===== src/rtl/eel_pkg.sv =====
package eel_pkg;

  typedef enum logic [2:0] {
    OP_RD_WORD = 3'd0,
    OP_RD_ASSY = 3'd1,
    OP_RD_MAC  = 3'd2,
    OP_WR_WORD = 3'd3,
    OP_FIX_SUM = 3'd4
  } eel_op_e;

  typedef enum logic [2:0] {
    ST_IDLE,
    ST_LOAD,
    ST_CHECK,
    ST_WRITE,
    ST_CS_RD,
    ST_CS_WR,
    ST_RESP
  } eel_state_e;

  // Signature field placement inside the cached image
  localparam int          SIG_WORD = 10;
  localparam int          SIG_LSB  = 14;
  localparam int          SIG_W    = 2;
  localparam logic [1:0]  SIG_MASK = 2'b11;
  localparam logic [1:0]  SIG_CODE = 2'b01;

  // Fixed word positions of composite fields
  localparam int ASSY_LO  = 8;
  localparam int ASSY_HI  = 9;
  localparam int MAC_BASE = 0;

  localparam logic [15:0] SUM_TARGET = 16'hBABA;

endpackage


===== src/rtl/eel_rst_sync.sv =====
module eel_rst_sync (
  input  logic clk,
  input  logic rst_n,
  output logic rst_n_sync
);

  logic [1:0] stage_q;

  always_ff @(posedge clk or negedge rst_n) begin
    if (!rst_n) begin
      stage_q <= 2'b00;
    end else begin
      stage_q <= {stage_q[0], 1'b1};
    end
  end

  assign rst_n_sync = stage_q[1];

endmodule


===== src/rtl/eel_store.sv =====
module eel_store
  import eel_pkg::*;
#(
  parameter  int WORDS = 64,
  parameter  int DW    = 16,
  localparam int AW    = $clog2(WORDS)
) (
  input  logic            clk,
  input  logic            rst_n,
  input  logic            wr_en,
  input  logic [AW-1:0]   wr_idx,
  input  logic [DW-1:0]   wr_data,
  input  logic            clr_sig,
  input  logic [AW-1:0]   rd_idx,
  output logic [DW-1:0]   rd_data,
  output logic            sig_ok,
  output logic [2*DW-1:0] assy,
  output logic [3*DW-1:0] mac
);

  localparam logic [DW-1:0] SIG_FIELD = DW'(SIG_MASK) << SIG_LSB;

  logic [DW-1:0] img [WORDS];

  for (genvar g = 0; g < WORDS; g++) begin : g_word
    logic          hit_wr;
    logic          hit_clr;
    logic          word_en;
    logic [DW-1:0] word_d;
    logic [DW-1:0] word_q;

    assign hit_wr  = wr_en && (wr_idx == AW'(g));
    if (g == SIG_WORD) begin : g_sig
      assign hit_clr = clr_sig;
    end else begin : g_plain
      assign hit_clr = 1'b0;
    end
    assign word_en = hit_wr || hit_clr;

    always_comb begin
      if (hit_wr) begin
        word_d = wr_data;
      end else begin
        word_d = word_q & ~SIG_FIELD;
      end
    end

    always_ff @(posedge clk or negedge rst_n) begin
      if (!rst_n) begin
        word_q <= '0;
      end else if (word_en) begin
        word_q <= word_d;
      end
    end

    assign img[g] = word_q;
  end

  assign rd_data = img[rd_idx];
  assign sig_ok  = (img[SIG_WORD][SIG_LSB +: SIG_W] & SIG_MASK) == SIG_CODE;
  assign assy    = {img[ASSY_HI], img[ASSY_LO]};
  assign mac     = {img[MAC_BASE+2], img[MAC_BASE+1], img[MAC_BASE]};

endmodule


===== src/rtl/eel_sum.sv =====
module eel_sum #(
  parameter int            DW     = 16,
  parameter logic [DW-1:0] TARGET = '1
) (
  input  logic          clk,
  input  logic          rst_n,
  input  logic          clr,
  input  logic          add_en,
  input  logic [DW-1:0] addend,
  output logic          match,
  output logic [DW-1:0] fix
);

  logic [DW-1:0] sum_d;
  logic [DW-1:0] sum_q;
  logic          sum_en;

  assign sum_en = clr || add_en;

  always_comb begin
    if (clr) begin
      sum_d = '0;
    end else begin
      sum_d = sum_q + addend;
    end
  end

  always_ff @(posedge clk or negedge rst_n) begin
    if (!rst_n) begin
      sum_q <= '0;
    end else if (sum_en) begin
      sum_q <= sum_d;
    end
  end

  assign match = (sum_q == TARGET);
  assign fix   = TARGET - sum_q;

endmodule


===== src/rtl/eel_ctrl.sv =====
module eel_ctrl
  import eel_pkg::*;
#(
  parameter  int WORDS = 64,
  parameter  int DW    = 16,
  localparam int AW    = $clog2(WORDS)
) (
  input  logic          clk,
  input  logic          rst_n,
  input  logic          req_valid,
  input  logic [2:0]    req_op,
  input  logic [AW:0]   req_addr,
  input  logic [DW-1:0] req_wdata,
  input  logic          sig_ok,
  input  logic          sum_match,
  input  logic [DW-1:0] sum_fix,
  input  logic          ee_done,
  output logic          busy,
  output logic          sum_clr,
  output logic          sum_add,
  output logic          st_wr_en,
  output logic [AW-1:0] st_idx,
  output logic          clr_sig,
  output logic          ee_req,
  output logic          ee_we,
  output logic [AW-1:0] ee_addr,
  output logic [DW-1:0] ee_wdata,
  output logic          rsp_valid,
  output logic [2:0]    op_q,
  output logic [AW:0]   addr_q
);

  eel_state_e    state_q, state_d;
  logic [DW-1:0] data_q;
  logic [AW-1:0] idx_q, idx_d;
  logic          fire;
  logic          step;
  logic          idx_en;
  logic          in_range;
  logic          last_ld;
  logic          last_cs;

  assign fire     = req_valid && (state_q == ST_IDLE);
  assign step     = ee_done && ((state_q == ST_LOAD) || (state_q == ST_CS_RD));
  assign idx_en   = fire || step;
  assign in_range = req_addr < (AW+1)'(WORDS);
  assign last_ld  = idx_q == AW'(WORDS - 1);
  assign last_cs  = idx_q == AW'(WORDS - 2);

  always_comb begin
    state_d = state_q;
    clr_sig = 1'b0;
    unique case (state_q)
      ST_IDLE: begin
        if (req_valid) begin
          case (req_op)
            OP_RD_WORD, OP_RD_ASSY, OP_RD_MAC:
              state_d = sig_ok ? ST_RESP : ST_LOAD;
            OP_WR_WORD:
              state_d = in_range ? ST_WRITE : ST_RESP;
            OP_FIX_SUM:
              state_d = ST_CS_RD;
            default:
              state_d = ST_RESP;
          endcase
        end
      end
      ST_LOAD: begin
        if (ee_done && last_ld) state_d = ST_CHECK;
      end
      ST_CHECK: begin
        clr_sig = !sum_match;
        state_d = ST_RESP;
      end
      ST_WRITE: begin
        if (ee_done) begin
          clr_sig = 1'b1;
          state_d = ST_RESP;
        end
      end
      ST_CS_RD: begin
        if (ee_done && last_cs) state_d = ST_CS_WR;
      end
      ST_CS_WR: begin
        if (ee_done) begin
          clr_sig = 1'b1;
          state_d = ST_RESP;
        end
      end
      ST_RESP: state_d = ST_IDLE;
      default: state_d = ST_IDLE;
    endcase
  end

  always_comb begin
    if (fire) begin
      idx_d = '0;
    end else begin
      idx_d = idx_q + AW'(1);
    end
  end

  always_ff @(posedge clk or negedge rst_n) begin
    if (!rst_n) begin
      state_q <= ST_IDLE;
    end else begin
      state_q <= state_d;
    end
  end

  always_ff @(posedge clk or negedge rst_n) begin
    if (!rst_n) begin
      op_q   <= '0;
      addr_q <= '0;
      data_q <= '0;
    end else if (fire) begin
      op_q   <= req_op;
      addr_q <= req_addr;
      data_q <= req_wdata;
    end
  end

  always_ff @(posedge clk or negedge rst_n) begin
    if (!rst_n) begin
      idx_q <= '0;
    end else if (idx_en) begin
      idx_q <= idx_d;
    end
  end

  always_comb begin
    ee_req   = 1'b0;
    ee_we    = 1'b0;
    ee_addr  = '0;
    ee_wdata = '0;
    case (state_q)
      ST_LOAD, ST_CS_RD: begin
        ee_req  = 1'b1;
        ee_addr = idx_q;
      end
      ST_WRITE: begin
        ee_req   = 1'b1;
        ee_we    = 1'b1;
        ee_addr  = addr_q[AW-1:0];
        ee_wdata = data_q;
      end
      ST_CS_WR: begin
        ee_req   = 1'b1;
        ee_we    = 1'b1;
        ee_addr  = AW'(WORDS - 1);
        ee_wdata = sum_fix;
      end
      default: ;
    endcase
  end

  assign busy      = state_q != ST_IDLE;
  assign sum_clr   = fire;
  assign sum_add   = step;
  assign st_wr_en  = ee_done && (state_q == ST_LOAD);
  assign st_idx    = idx_q;
  assign rsp_valid = state_q == ST_RESP;

endmodule


===== src/rtl/eeprom_image_cache.sv =====
module eeprom_image_cache
  import eel_pkg::*;
#(
  parameter  int WORDS = 64,
  parameter  int DW    = 16,
  localparam int AW    = $clog2(WORDS)
) (
  input  logic            clk,
  input  logic            rst_n,
  input  logic            req_valid,
  output logic            req_ready,
  input  logic [2:0]      req_op,
  input  logic [AW:0]     req_addr,
  input  logic [DW-1:0]   req_wdata,
  output logic            rsp_valid,
  output logic            rsp_ok,
  output logic [3*DW-1:0] rsp_data,
  output logic            busy,
  output logic            ee_req,
  output logic            ee_we,
  output logic [AW-1:0]   ee_addr,
  output logic [DW-1:0]   ee_wdata,
  input  logic            ee_done,
  input  logic [DW-1:0]   ee_rdata
);

  logic            rst_n_s;
  logic            sig_ok;
  logic            sum_match;
  logic [DW-1:0]   sum_fix;
  logic            sum_clr;
  logic            sum_add;
  logic            st_wr_en;
  logic [AW-1:0]   st_idx;
  logic            clr_sig;
  logic [2:0]      op_q;
  logic [AW:0]     addr_q;
  logic [DW-1:0]   rd_data;
  logic [2*DW-1:0] assy;
  logic [3*DW-1:0] mac;
  logic            addr_ok;

  eel_rst_sync u_rst (
    .clk        (clk),
    .rst_n      (rst_n),
    .rst_n_sync (rst_n_s)
  );

  eel_ctrl #(.WORDS(WORDS), .DW(DW)) u_ctrl (
    .clk       (clk),
    .rst_n     (rst_n_s),
    .req_valid (req_valid),
    .req_op    (req_op),
    .req_addr  (req_addr),
    .req_wdata (req_wdata),
    .sig_ok    (sig_ok),
    .sum_match (sum_match),
    .sum_fix   (sum_fix),
    .ee_done   (ee_done),
    .busy      (busy),
    .sum_clr   (sum_clr),
    .sum_add   (sum_add),
    .st_wr_en  (st_wr_en),
    .st_idx    (st_idx),
    .clr_sig   (clr_sig),
    .ee_req    (ee_req),
    .ee_we     (ee_we),
    .ee_addr   (ee_addr),
    .ee_wdata  (ee_wdata),
    .rsp_valid (rsp_valid),
    .op_q      (op_q),
    .addr_q    (addr_q)
  );

  eel_store #(.WORDS(WORDS), .DW(DW)) u_store (
    .clk     (clk),
    .rst_n   (rst_n_s),
    .wr_en   (st_wr_en),
    .wr_idx  (st_idx),
    .wr_data (ee_rdata),
    .clr_sig (clr_sig),
    .rd_idx  (addr_q[AW-1:0]),
    .rd_data (rd_data),
    .sig_ok  (sig_ok),
    .assy    (assy),
    .mac     (mac)
  );

  eel_sum #(.DW(DW), .TARGET(DW'(SUM_TARGET))) u_sum (
    .clk    (clk),
    .rst_n  (rst_n_s),
    .clr    (sum_clr),
    .add_en (sum_add),
    .addend (ee_rdata),
    .match  (sum_match),
    .fix    (sum_fix)
  );

  assign addr_ok   = addr_q < (AW+1)'(WORDS);
  assign req_ready = !busy;
  assign rsp_ok    = sig_ok;

  always_comb begin
    rsp_data = '0;
    if (sig_ok) begin
      case (op_q)
        OP_RD_WORD: if (addr_ok) rsp_data = {{(2*DW){1'b0}}, rd_data};
        OP_RD_ASSY: rsp_data = {{DW{1'b0}}, assy};
        OP_RD_MAC:  rsp_data = mac;
        default:    rsp_data = '0;
      endcase
    end
  end

endmodule


===== config.mk =====
export PLATFORM = sky130hd
export DESIGN_NAME = eeprom_image_cache
export DESIGN_NICKNAME = d
export VERILOG_FILES = /design/src/rtl/eel_pkg.sv /design/src/rtl/eel_rst_sync.sv /design/src/rtl/eel_store.sv /design/src/rtl/eel_sum.sv /design/src/rtl/eel_ctrl.sv /design/src/rtl/eeprom_image_cache.sv
export SDC_FILE = /design/constraint.sdc
export NUM_CORES = 2
export LEC_CHECK = 0
export BUFFER_PORTS_ARGS = -buffer_cell sky130_fd_sc_hd__buf_2
export CAP_MARGIN = 40
export CORE_MARGIN = 2
export CORE_UTILIZATION = 40
export CTS_BUF_LIST = sky130_fd_sc_hd__clkbuf_4
export CTS_CLUSTER_DIAMETER = 80
export DETAILED_ROUTE_END_ITERATION = 10
export GPL_ROUTABILITY_DRIVEN = 1
export SYNTH_ARGS = -nofsm -noshare
export SYNTH_HDL_FRONTEND = slang
export SYNTH_HIERARCHICAL = 1
export SYNTH_SLANG_ARGS = --single-unit
export TNS_END_PERCENT = 30

===== constraint.sdc =====
create_clock -name clk -period 99.2 [get_ports clk]
set_clock_uncertainty 0.15 [all_clocks]
set_input_delay 0 -clock clk [delete_from_list [all_inputs] [get_ports clk]]
set_output_delay 0 -clock clk [all_outputs]
set_load 0.005 [all_outputs]

* Word level (Yosys, flattened, before mapping) *
Cells that the tools add are included.

storage, ports and cells
  register bits = 1,077
  bits of input ports = 46
  output and inout port bits = 76

operators by class
  add/subtract/negate cells = 3
  $lt $le $gt $ge = 3
  eq/ne operators = 81
  muxes and demuxes = 23
  bitwise logic cells = 1
  reductions and logical operators = 85

operator list
  cell                                                              number
  6-bit == test (second input constant)                             32
  48-bit case mux with 3 select lines                               1
  16-bit binary-select mux with 6-bit select                        1
  6-bit by 5-bit == test with 1-bit output (second input constant)  16
  16-bit two-way mux                                                5
  1-bit logical AND                                                 69
  6-bit by 4-bit == test with 1-bit output (second input constant)  8
  48-bit two-way mux                                                1
  16-bit case mux with 2 select lines                               1
  6-bit by 3-bit == test with 1-bit output (second input constant)  4
  3-bit two-way mux                                                 6
  6-bit case mux with 3 select lines                                1
  16-bit adder                                                      1
  16-bit == test (second input constant)                            1
  16-bit subtractor (first input constant)                          1
  3-bit by 2-bit == test with 1-bit output (second input constant)  5
  3-bit case mux with 5 select lines                                1
  7-bit less-than comparator (second input constant)                2
  3-bit == test (second input constant)                             4
  6-bit by 2-bit == test with 1-bit output (second input constant)  2
  3-bit by 1-bit == test with 1-bit output (second input constant)  3
  3-bit zero test                                                   3
  3-bit case mux with 3 select lines                                1
  7-bit greater-or-equal comparator (second input constant)         1
  18 further kinds                                                  26

* Longest topological paths before layout *
  depth after elaboration = 7
  depth in mapped cells = 12
  gate-level depth less buffers = 10

* Cells and area by module *
The synthesis kept the hierarchy.

by module, submodules not included
  module              times used  cells an instance  area an instance (um^2)  seq. area each (um^2)
  eel_store           1           3,093              46,414.5                 25,624.6
  eel_ctrl            1           222                1,891.8                  875.8
  eel_sum             1           197                1,731.7                  400.4
  eeprom_image_cache  1           154                1,089.8                  0.0
  eel_rst_sync        1           3                  53.8                     50.0

* Least setup slack after synthesis *
No wires, ideal clock.

  kind = register to register
  from = reg u_ctrl.state_q[1]
  to = reg u_store.g_word[15].word_q[10]
  library setup time = 0.125 ns
  data arrival time = 2.423 ns
  required time = 98.925 ns
  path slack = 96.503 ns
  cell stages (with the launch flop) = 9
  clock period less this slack = 2.697 ns
  cell sequence = dfrtp_1 > buf_2 > nor2b_1 > and3_1 > or3b_2 > clkbuf_1 > nor2_2 > buf_2 > mux2_2

on the way
  cells in the longest elaborated chain, start to end = 3

RTL lines
  item                                      line                      source
  from (decl)                               eel_ctrl.sv:33            eel_state_e state_q, state_d;
  from (signal assigned)                    eel_ctrl.sv:107           state_q <= state_d;
  3-bit by 1-bit == test with 1-bit output  eel_ctrl.sv:160           assign st_wr_en = ee_done && (state_q == ST_LOAD);
  1-bit logical AND                         eel_ctrl.sv:160
  via st_wr_en                              eeprom_image_cache.sv:33  logic st_wr_en;
  1-bit logical AND                         eel_store.sv:32           assign hit_wr = wr_en && (wr_idx == AW'(g));
  to (signal assigned)                      eel_store.sv:52           word_q <= word_d;
  to (decl)                                 eel_store.sv:30           logic [DW-1:0] word_q;

The timed path passes the listed nets, and every way through them passes these cells.
A chain may end at the register's enable or synchronous reset.

* Worst setup path after layout *
  from = reg u_ctrl.addr_q[2]
  to = out rsp_data[9]

on the way
  cells in the longest elaborated chain, start to end = 7

RTL lines
  item                                                   line                       source
  from (decl)                                            eel_ctrl.sv:30             output logic [AW:0] addr_q
  from (signal assigned)                                 eel_ctrl.sv:118            addr_q <= req_addr;
  6-bit NOT with 7-bit output (not written as such)      eel_store.sv:59            assign rd_data = img[rd_idx];
  16-bit binary-select mux with 6-bit select             eel_store.sv:59
  16-bit two-way mux (not written as such) (2 in a row)  eel_store.sv:59
  via rd_data[9]                                         eeprom_image_cache.sv:38   logic [DW-1:0] rd_data;
  16-bit two-way mux                                     eeprom_image_cache.sv:107  OP_RD_WORD: if (addr_ok) rsp_data = {{(2*DW){1'b0}}, rd_data};
  48-bit case mux with 3 select lines                    eeprom_image_cache.sv:106  case (op_q)
  48-bit two-way mux                                     eeprom_image_cache.sv:105  if (sig_ok) begin
  to (decl)                                              eeprom_image_cache.sv:17   output logic [3*DW-1:0] rsp_data,

The timed path passes the listed nets, and every way through them passes these cells. The select of a mux whose other input is x is not followed.

==> reports/metrics.cfg <==
[finish]
area_growth_pct = 16.25
fin_cells = 5916
layout-drive-gt1-share = 0.4775
nNetsFinal = 4120
fin_area_um2 = 59500

[die]
core_um2 = 127200
die_x_um = 361.7
dieArea_um2 = 130800
start_util = 0.4024
die_height_um = 361.7
row_count = 131
pin_count = 122

[status]
outcome = completed

[critical_path]
slowest_delay_ns = 0.92
crit_type = flip-flop to primary output
cp_top_family = compound AO/OA/AOI/OAI gates
critPathLaunchType = flip-flop
cp_max_fo = 105
slowest_stage = dfrtp_4
cp_cell_sequence = buf_4 -> buf_12 -> mux2_2 -> o22ai_1 -> or4_1 -> o211ai_1 -> a21o_1 -> or3b_1 -> a221oi_2 -> buf_2
end_kind = primary output
arrival_ns = 6.38
critPathBufInv = 3
required_ns = 99.05

[place]
post-place-cells = 5250
place_area_um2 = 54160
portBuffers = 121
pre_cts_slack_ns = 93.93
finalWeightedCongestion = 0.8221
place_hpwl_um = 89480

[power_and_ir_drop]
ir_drop_mv = 0.01805
sw_frac_of_total = 0.3371
internal_power_uw = 826.6
clock_power_share = 0.323
power.switching_uw = 420.3
combPwrFrac = 0.273
p_total_uw = 1247
p_seq_frac = 0.403
powerDensity_nw_per_um2 = 20.96
power.leakage_uw = 0.02885

[route]
wl_per_cell_um = 24.94
vias = 33462
dr.pass1.iters = 6
wirelength_um = 147500
ant_nets = 0
vias_per_cell = 5.656
drc = 0
drtIter0Drc = 2398

[job]
cap_violations = 0

[global_routing]
met3_usage = 0.05967
grt_pass1_vias = 35272
met1_usage = 0.2945
grt_pass1_wl_um = 224600
gr-usage-met2 = 0.3728
grt_max_degree = 167
overflow = 0
antenna_found_initial = 6
grt.total_usage = 0.2276
grt_busiest_layer = met2

[synthesis]
ys_seq_area_frac = 0.5266
ys_async_sr_fraction = 1.000
synth_top_area_cell = dfrtp_1
synthCells = 3669
synth.area.top_cells = dfrtp_1 (53%), mux2_2 (23%), mux4_2 (9.3%)
avgSynthCellArea_um2 = 13.95
netlist.area_leader.share = 0.5266
synth_seq_cells = 1077
synth_warnings = 6
ys.flop_type = dfrtp_1
syn-num-nets = 3735
synth_edf_count = 0
synth_area_um2 = 51180
yosysUniqueCellTypes = 82

[sta]
finalSetupViolations = 0
setup_ws_ns = 92.67
setup_tns_ns = 0
timing.fmax_mhz = 153.0
relSlewSlack = 0.2394
finalCritPeriodShare = 0.06587
finalCriticalPeriod_ns = 6.535
final_hold_viol_count = 0
rsz0062_at_grt = no
max_slew.worst_pin.slew_ns = 1.141
drv_slew = 0

[clock_network]
clock_sinks = 1077
h-tree-depth = 5
worst_skew_pair.late_latency_ns = 1.22
root_buffer = clkbuf_4
postCtsSetupBuffers = 0
cts_buffers = 305
cts_tree = done
path_clk_slew_ns = 0.07
max-clock-path-buffers = 4

[hold_path]
worstHoldPathType = flip-flop to flip-flop

power by group through the flow:
stage	registers (uW)	logic (uW)	clock network, uW
CTS	503	337	416
global route	507	362	443
detailed placement	511	319	0
global placement	511	312	0
finish	503	341	403
floorplan	492	229	0
stage by stage:
step           utilization  hold WS, ns
3_3_place_gp        0.4178      -0.3348
5_1_grt             0.4677       0.1956
4_1_cts             0.4675       0.1645
3_5_place_dp        0.4258      -0.3335
2_1_floorplan            -      -0.4456
6_report            0.4678       0.1984
repair_timing:
action                     CTS  global route
hold endpoints to repair  1066             0
gates resized for setup      0             0
hold buffers               156             0
logic make-up (layout without fill, tap and decap cells):
group / Yosys count / in the layout / share of synthesized area
compound gates: 383 / 383 / 0.05146
flops: 1077 / 1077 / 0.5266
buf+inv: 340 / 918 / 0.02850
fa+ha+maj: 25 / 25 / 0.006014
simple gates: 524 / 524 / 0.05217
xor+xnor: 26 / 26 / 0.004596
other cells: 1 / 8 / 0.00007327
mux: 1293 / 1293 / 0.3306
final timing paths:
path	start	to	slack [ns]	cells after the start
setup / recovery	u_ctrl/addr_q[2]	rsp_data[9]	92.67	10
hold / removal	u_rst/stage_q[0]	u_rst/stage_q[1]	0.20	0
setup reg to reg	u_rst/stage_q[1]	u_store/g_word[29].word_q[9]	94.29	7
hold reg to reg	u_rst/stage_q[0]	u_rst/stage_q[1]	0.20	0
max in group asynchronous	u_rst/stage_q[1]	u_store/g_word[29].word_q[9]	94.29	7
min in group asynchronous	u_rst/stage_q[1]	u_sum/sum_q[4]	0.24	0
registers in the layout, summed over array words and instances, names as in the netlist:
signal / count
u_store/g_word.word_q: 1024
u_ctrl/data_q: 16
u_sum/sum_q: 16
u_ctrl/addr_q: 7
u_ctrl/st_idx: 6
u_ctrl/op_q: 3
u_ctrl/state_q: 3
u_rst/stage_q: 2
metal layers:
layer  wire length (um)  part of all wire
met3               9374             0.064
met5                  0                 0
met2              71520              0.48
met1              63090              0.43
met4               3541             0.024
cells in the mapped netlist (13+ instances only):
cell type,count
dfrtp_1,1077
mux2_2,1041
nand2_1,249
mux4_2,212
clkbuf_1,191
o21ai_0,106
buf_2,86
o22ai_1,72
a21oi_1,50
nand3b_1,46
nor2_1,40
nand2b_1,36
buf_1,32
a22o_1,22
and3_1,21
mux2i_1,21
ha_1,19
mux2_1,19
nor2_2,17
o221ai_1,17
or3b_1,16
a21o_1,15
nand3_1,15
nor3_1,15
inv_1,14
xnor2_1,13
cell usage in the layout, fill, tap and decap left out, types with 16 or more instances in the layout:
master / netlist / final
mux2_1: 19 / 19
o21ai_0: 106 / 106
buf_2: 86 / 121
clkinv_1: 0 / 36
nand2b_1: 36 / 35
a22o_1: 22 / 22
or3b_1: 16 / 16
o22ai_1: 72 / 72
buf_4: 12 / 74
mux2i_1: 21 / 21
nor2_2: 17 / 16
and3_1: 21 / 21
mux4_2: 212 / 212
ha_1: 19 / 19
clkbuf_4: 0 / 448
buf_16: 0 / 23
mux2_2: 1041 / 1041
dfrtp_1: 1077 / 1069
buf_8: 0 / 18
a21oi_1: 50 / 50
nand2_1: 249 / 249
nand3b_1: 46 / 46
dlygate4sd3_1: 0 / 154
nor2_1: 40 / 39
o221ai_1: 17 / 17
final cells by class:
class | instances | area (um^2)
diodes | 7 | 17.52
clock buffers | 448 | 3363
clock inverters | 52 | 356.6
fillers | 11278 | 67690
inverters | 15 | 56.30
multi-input cells | 2252 | 22790
flip-flops and latches | 1077 | 26970
well taps | 1662 | 2079
repair buffers | 403 | 3866
(Power assumes the default switching activity.)
